===== config.mk =====
export PLATFORM = sky130hd
export DESIGN_NAME = phy_mgmt_master
export DESIGN_NICKNAME = d
export VERILOG_FILES = /design/src/rtl/phy_mgmt_pkg.sv /design/src/rtl/mgmt_mdc_gen.sv /design/src/rtl/mgmt_shifter.sv /design/src/rtl/phy_mgmt_master.sv
export SDC_FILE = /design/constraint.sdc
export NUM_CORES = 1
export LEC_CHECK = 0
export ABC_AREA = 1
export BUFFER_PORTS_ARGS = -buffer_cell sky130_fd_sc_hd__buf_2
export CAP_MARGIN = 0
export CORE_MARGIN = 4
export CORE_UTILIZATION = 50
export CTS_CLUSTER_DIAMETER = 80
export CTS_CLUSTER_SIZE = 16
export DETAILED_ROUTE_END_ITERATION = 10
export GPL_ROUTABILITY_DRIVEN = 0
export MAX_ROUTING_LAYER = met4
export PLACE_DENSITY = 0.79
export SETUP_SLACK_MARGIN = 0.15
export SYNTH_ARGS = -nofsm -noshare
export SYNTH_HDL_FRONTEND = slang
export SYNTH_SLANG_ARGS = --single-unit

===== constraint.sdc =====
create_clock -name clk -period 4.7 [get_ports clk]
set_input_delay 0.235 -clock clk [delete_from_list [all_inputs] [get_ports clk]]
set_output_delay 0.235 -clock clk [all_outputs]
set_load 0.005 [all_outputs]

===== src/rtl/phy_mgmt_pkg.sv =====
package phy_mgmt_pkg;
  localparam int FRAME_LEN = 64;
  localparam int IDX_W     = $clog2(FRAME_LEN);
  localparam int DATA_W    = 16;
  localparam int AD_W      = 5;
  localparam int TA_FIRST  = 46;
  localparam int TA_LAST   = 47;
  localparam int DATA_POS  = 48;

  localparam int PHY_LSB    = 16;
  localparam int REG_LSB    = 21;
  localparam int OP_BIT     = 26;
  localparam int RVALID_BIT = 27;
  localparam int BUSY_BIT   = 28;
  localparam int DONE_BIT   = 4;

  localparam logic [7:0] OFF_CMD   = 8'h00;
  localparam logic [7:0] OFF_CAUSE = 8'h7C;
  localparam logic [7:0] OFF_MASK  = 8'h80;

  typedef struct packed {
    logic              rd;
    logic [AD_W-1:0]   regad;
    logic [AD_W-1:0]   phy;
    logic [DATA_W-1:0] wdata;
  } mgmt_cmd_t;

  function automatic logic [FRAME_LEN-1:0] build_frame(input mgmt_cmd_t c);
    build_frame = {32'hFFFF_FFFF, 2'b01, (c.rd ? 2'b10 : 2'b01), c.phy, c.regad,
                   (c.rd ? 2'b11 : 2'b10), (c.rd ? 16'hFFFF : c.wdata)};
  endfunction
endpackage


===== src/rtl/mgmt_mdc_gen.sv =====
module mgmt_mdc_gen #(
  parameter int MDC_HALF = 20
) (
  input  logic clk,
  input  logic rst_n,
  input  logic en,
  output logic mdc,
  output logic rise_stb,
  output logic fall_stb
);
  localparam int CNT_W = $clog2(MDC_HALF + 1);
  localparam logic [CNT_W-1:0] TERM = CNT_W'(MDC_HALF - 1);

  logic [CNT_W-1:0] cnt;
  logic             wrap;

  assign wrap     = en && (cnt == TERM);
  assign rise_stb = wrap && !mdc;
  assign fall_stb = wrap && mdc;

  always_ff @(posedge clk) begin
    if (!rst_n || !en) begin
      cnt <= '0;
      mdc <= 1'b0;
    end else if (wrap) begin
      cnt <= '0;
      mdc <= ~mdc;
    end else begin
      cnt <= cnt + 1'b1;
    end
  end


  mdc_idle_chk: assert property (@(posedge clk) disable iff (!rst_n) !en |=> !mdc);
endmodule


===== src/rtl/mgmt_shifter.sv =====
module mgmt_shifter
  import phy_mgmt_pkg::*;
(
  input  logic              clk,
  input  logic              rst_n,
  input  logic              start,
  input  mgmt_cmd_t         cmd,
  input  logic              rise_stb,
  input  logic              fall_stb,
  input  logic              mdio_i,
  output logic              active,
  output logic              mdio_o,
  output logic              mdio_oe,
  output logic              done,
  output logic              rd_ok,
  output logic [DATA_W-1:0] rd_data
);
  localparam logic [IDX_W-1:0] LAST_IDX = IDX_W'(FRAME_LEN - 1);
  localparam logic [IDX_W-1:0] TA1_IDX  = IDX_W'(TA_FIRST);
  localparam logic [IDX_W-1:0] TA2_IDX  = IDX_W'(TA_LAST);
  localparam logic [IDX_W-1:0] DAT_IDX  = IDX_W'(DATA_POS);

  logic [FRAME_LEN-1:0] sreg;
  logic [IDX_W-1:0]     idx;
  logic                 rd_q;
  logic                 ta_ok;

  always_ff @(posedge clk) begin
    if (!rst_n) begin
      sreg    <= '0;
      idx     <= '0;
      rd_q    <= 1'b0;
      ta_ok   <= 1'b0;
      active  <= 1'b0;
      done    <= 1'b0;
      rd_data <= '0;
    end else begin
      done <= 1'b0;
      if (start) begin
        sreg   <= build_frame(cmd);
        idx    <= '0;
        rd_q   <= cmd.rd;
        ta_ok  <= 1'b0;
        active <= 1'b1;
      end else if (active) begin
        if (rise_stb && rd_q) begin
          if (idx == TA2_IDX) ta_ok <= !mdio_i;
          if (idx >= DAT_IDX) rd_data <= {rd_data[DATA_W-2:0], mdio_i};
        end
        if (fall_stb) begin
          if (idx == LAST_IDX) begin
            active <= 1'b0;
            done   <= 1'b1;
          end else begin
            idx  <= idx + 1'b1;
            sreg <= {sreg[FRAME_LEN-2:0], 1'b1};
          end
        end
      end
    end
  end

  assign mdio_o  = active ? sreg[FRAME_LEN-1] : 1'b1;
  assign mdio_oe = active && !(rd_q && (idx >= TA1_IDX));
  assign rd_ok   = rd_q && ta_ok;


  oe_rise_chk: assert property (@(posedge clk) disable iff (!rst_n)
    $rose(mdio_oe) |-> $past(start));

  done_edge_chk: assert property (@(posedge clk) disable iff (!rst_n)
    done |-> $past(fall_stb));
endmodule


===== src/rtl/phy_mgmt_master.sv =====
module phy_mgmt_master
  import phy_mgmt_pkg::*;
#(
  parameter int MDC_HALF = 20
) (
  input  logic        clk,
  input  logic        rst_n,
  input  logic        csr_we,
  input  logic [7:0]  csr_addr,
  input  logic [31:0] csr_wdata,
  output logic [31:0] csr_rdata,
  output logic        irq,
  output logic        mdc,
  output logic        mdio_o,
  output logic        mdio_oe,
  input  logic        mdio_i
);
  logic              busy_q, rvalid_q, cause_q, mask_q, op_q;
  logic [AD_W-1:0]   phy_q, reg_q;
  logic [DATA_W-1:0] data_q;
  logic              cmd_wr, cmd_accept, cause_wr, mask_wr;
  logic              sh_active, sh_done, sh_ok, rise_stb, fall_stb;
  logic [DATA_W-1:0] sh_data;
  mgmt_cmd_t         new_cmd;
  logic              unused_wbits;

  assign cmd_wr     = csr_we && (csr_addr == OFF_CMD);
  assign cause_wr   = csr_we && (csr_addr == OFF_CAUSE);
  assign mask_wr    = csr_we && (csr_addr == OFF_MASK);
  assign cmd_accept = cmd_wr && !busy_q;

  assign new_cmd.rd    = csr_wdata[OP_BIT];
  assign new_cmd.regad = csr_wdata[REG_LSB +: AD_W];
  assign new_cmd.phy   = csr_wdata[PHY_LSB +: AD_W];
  assign new_cmd.wdata = csr_wdata[DATA_W-1:0];
  assign unused_wbits  = ^csr_wdata[31:27];

  always_ff @(posedge clk) begin
    if (!rst_n) begin
      busy_q   <= 1'b0;
      rvalid_q <= 1'b0;
      op_q     <= 1'b0;
      phy_q    <= '0;
      reg_q    <= '0;
      data_q   <= '0;
      cause_q  <= 1'b0;
      mask_q   <= 1'b0;
    end else begin
      if (cmd_accept) begin
        busy_q   <= 1'b1;
        rvalid_q <= 1'b0;
        op_q     <= new_cmd.rd;
        phy_q    <= new_cmd.phy;
        reg_q    <= new_cmd.regad;
        data_q   <= new_cmd.wdata;
      end else if (sh_done) begin
        busy_q   <= 1'b0;
        rvalid_q <= sh_ok;
        if (sh_ok) data_q <= sh_data;
      end
      if (sh_done) cause_q <= 1'b1;
      else if (cause_wr && !csr_wdata[DONE_BIT]) cause_q <= 1'b0;
      if (mask_wr) mask_q <= csr_wdata[DONE_BIT];
    end
  end

  assign irq = cause_q && mask_q;

  always_comb begin
    csr_rdata = '0;
    unique case (csr_addr)
      OFF_CMD: begin
        csr_rdata[BUSY_BIT]           = busy_q;
        csr_rdata[RVALID_BIT]         = rvalid_q;
        csr_rdata[OP_BIT]             = op_q;
        csr_rdata[REG_LSB +: AD_W]    = reg_q;
        csr_rdata[PHY_LSB +: AD_W]    = phy_q;
        csr_rdata[DATA_W-1:0]         = data_q;
      end
      OFF_CAUSE: csr_rdata[DONE_BIT] = cause_q;
      OFF_MASK:  csr_rdata[DONE_BIT] = mask_q;
      default:   csr_rdata = '0;
    endcase
  end

  mgmt_mdc_gen #(.MDC_HALF(MDC_HALF)) u_mdc (
    .clk(clk), .rst_n(rst_n), .en(sh_active),
    .mdc(mdc), .rise_stb(rise_stb), .fall_stb(fall_stb)
  );

  mgmt_shifter u_shift (
    .clk(clk), .rst_n(rst_n), .start(cmd_accept), .cmd(new_cmd),
    .rise_stb(rise_stb), .fall_stb(fall_stb), .mdio_i(mdio_i),
    .active(sh_active), .mdio_o(mdio_o), .mdio_oe(mdio_oe),
    .done(sh_done), .rd_ok(sh_ok), .rd_data(sh_data)
  );


  busy_track_chk: assert property (@(posedge clk) disable iff (!rst_n)
    (busy_q && !sh_active) |-> (sh_done || $past(cmd_accept)));

  hold_fields_chk: assert property (@(posedge clk) disable iff (!rst_n)
    (busy_q && cmd_wr) |=> ($stable(phy_q) && $stable(reg_q) && $stable(op_q)));

  rvalid_clear_chk: assert property (@(posedge clk) disable iff (!rst_n)
    cmd_accept |=> !rvalid_q);

  cause_set_chk: assert property (@(posedge clk) disable iff (!rst_n)
    sh_done |=> cause_q);

  irq_gate_chk: assert property (@(posedge clk) disable iff (!rst_n)
    !mask_q |-> !irq);
endmodule


==> out/metrics.csv <==
metric;value;unit
hold_path_depth;3;
p_switching;0.0005283;W
place_area;5959;um2
powerDensity;379.1;nW/um2
finalCriticalPeriod;2832;ps
drc;0;
via_per_inst;5.109;
design_area;6585;um2
dpl.hpwl;8116;um
io_buffers;71;
syn_inst;823;
synth_xor_area_share;0.6163;%
hold_class;in2reg;
grt_util_met2;32.75;%
fin_nets;916;
clock_skew;6.947;ps
p_sw_share;21.16;%
leakagePower;3.083;nW
initial_core_util;51.75;%
synth_seq_cells;126;
synth_flop_cell;dfxtp_1;
worstPathArrival;3130;ps
die_h;114.6;um
insertion_delay;420;ps
synth-async-reset-ratio;0;%
cts_tree;built;
grt_max_degree;65;
drive_gt1_share;14.61;%
grt_use_total;21.09;%
num_io_pins;80;
die_w;114.6;um
grt-busiest-layer;met2;
utilization;59.96;%
ant_nets;0;
synth-compound-area-share;10.35;%
fin_tns_setup;0;ps
rows;38;
synth_edf_count;0;
drt_first_pass_iters;5;
timing.fmax;353.2;MHz
post_cts_resized;0;
p_clk_share;54.7;%
slew_headroom;37.90;%
root_buffer;clkbuf_16;
crit_type;reg2reg;
gr-total-overflow;0;
drt_iter0_drc;381;
seqCellArea;2522;um2
hold_viol;0;
critical_path.startpoint_type;flip-flop;
die_area;13140;um2
antenna_found_initial;0;
synth_warnings;0;
tightest_slew;931.5;ps
n_antenna_cell;0;
post_cts_buffers;0;
clock_path_buffers;2;
wl_per_cell;12.60;um
met3_usage;4.493;%
fillers;1028;
post_synth_and_or_nand_nor_area_fraction;35.31;%
slew_viol_final;0;
grt_pass1_vias;4718;
multi_input_area;2666;um2
critical_path_peak_fanout;37;
syn_to_final_growth;15.85;%
yosys.area.top_type_share;44.38;%
cap_viol_max_count;0;
clk_pin_slew_worst_paths;60;ps
setup_viol;0;
h-tree-depth;4;
status;finished, final reports clean;
routed_wl;12890;um
required;5000;ps
r2r.worst_path.cells;7;
syn_area_per_cell;6.907;um2
synth_top_family_by_area;simple AND/OR/NAND/NOR gates;
synthAdderAreaFrac;0.4402;%
dp_slack;1953;ps
power.share.sequential;42.9;%
core;10980;um2
grt_pass1_wl;21940;um
postCtsHoldBufs;0;
grtUsageMet1;27.25;%
end_kind;flip-flop;
synth.distinct_cells;35;
ys_seq_area_share;44.38;%
rsz0062_at_grt;no;
p_comb_share;2.4;%
muxShareOfSynthArea;0;%
cts.sinks;126;
ir_worst_vdd;0.3146;mV
post-route-period-util;60.25;%
yosys-top-cells-area;dfxtp_1, nand2_1, nor2_1;
vias;5226;
worst_slack;1868;ps
numCtsBuffers;17;
syn_area;5684;um2
p_int;0.001968;W
synth_area_leader_cell;dfxtp_1;
[cell families (layout without fill, tap and decap cells)]
logic type | count (synthesis) | in the layout
simple gates | 477 | 477
fa+ha+maj | 2 | 2
buf+inv | 105 | 163
other cells | 1 | 3
xor+xnor | 4 | 4
compound gates | 108 | 108
flops | 126 | 126
[critical path, stage by stage (launching register included)]
cell and delay, ps:
dfxtp_1 590, nand3_1 200, nor2_4 210, nand3_4 230, nand2_2 600, inv_1 550, nor2_1 250, nor2_1 70
[final cells by class]
cell class	instances	area share, %
inverter	56	3.192
sequential	126	38.31
clock buffer	20	7.087
timing repair buffer	75	5.852
clock inverter	12	2.413
tap	140	2.660
multi-input combinational	594	40.49
[layer usage]
metal	wire length, um	share of wire [%]
met5	0	0
met4	201	1.6
met3	748	5.8
met2	6072	47
met1	5870	46
[layout by cell type (no fill, tap or decap), drive strengths merged, types with 3 or more instances in the layout]
cell type and count:
o211ai 14, nand3b 12, conb 3, a21oi 19
o21ai 68, clkbuf 20, dfxtp 126, xor2 4
buf 75, nand2 209, nor2 204, o22ai 4
bufinv 3, clkinv 5, or2 3, nand3 41
inv 58
[state kept, by name, summed over array words and instances (netlist names)]
register	count
u_shift.rd_q	1
phy_q	5
u_shift.active	1
u_shift.ta_ok	1
u_shift.rd_data	16
u_mdc.cnt	5
u_shift.done	1
rvalid_q	1
u_mdc.mdc	1
data_q	16
reg_q	5
mask_q	1
cause_q	1
u_shift.idx	6
busy_q	1
u_shift.sreg	64
[synth_stat cells, types with 3 or more instances]
library cell  count
nand2_1         202
o21ai_1          28
buf_2            12
nand2_4           3
buf_4             9
nand3_1          40
inv_1            52
o21ai_0          40
nand2_2           4
nor2_4            4
nor2_1          198
a21oi_1          19
buf_1             4
buf_6             8
clkbuf_1         16
o22ai_1           4
inv_2             4
o211ai_1         14
xor2_1            4
or2_2             3
nand3b_1         12
dfxtp_1         126
[power by group through the flow]
stage	clock [W]	combinational, W	sequential [W]
global route	0.00144	0.0000650	0.00107
global placement	0	0.0000579	0.00109
finish	0.00137	0.0000590	0.00107
CTS	0.00138	0.0000585	0.00107
detailed placement	0	0.0000581	0.00109
floorplan	0	0.0000326	0.00109
[final timing paths]
| check | start | to | slack [ps] |
|---|---|---|---|
| worst max register to register | u_shift.active$_SDFF_PN0_ | u_shift.sreg[14]$_SDFFE_PN0P_ | 1870 |
| worst max-delay path | u_shift.active$_SDFF_PN0_ | u_shift.sreg[14]$_SDFFE_PN0P_ | 1870 |
| worst min register to register | u_mdc.cnt[0]$_SDFF_PP0_ | u_mdc.cnt[0]$_SDFF_PP0_ | 450 |
| worst min-delay path | csr_wdata[17] | u_shift.sreg[24]$_SDFFE_PN0P_ | 40 |
[per-stage QoR]
step	hold slack, ps	instances	total power [W]
CTS	32.57	1023	0.002508
floorplan	358.5	825	0.001126
global placement	433.9	991	0.001152
global route	48.55	1023	0.002572
detailed placement	438.7	991	0.001152
finish	39.04	1023	0.002496
Power figures use the tool's default switching activity.
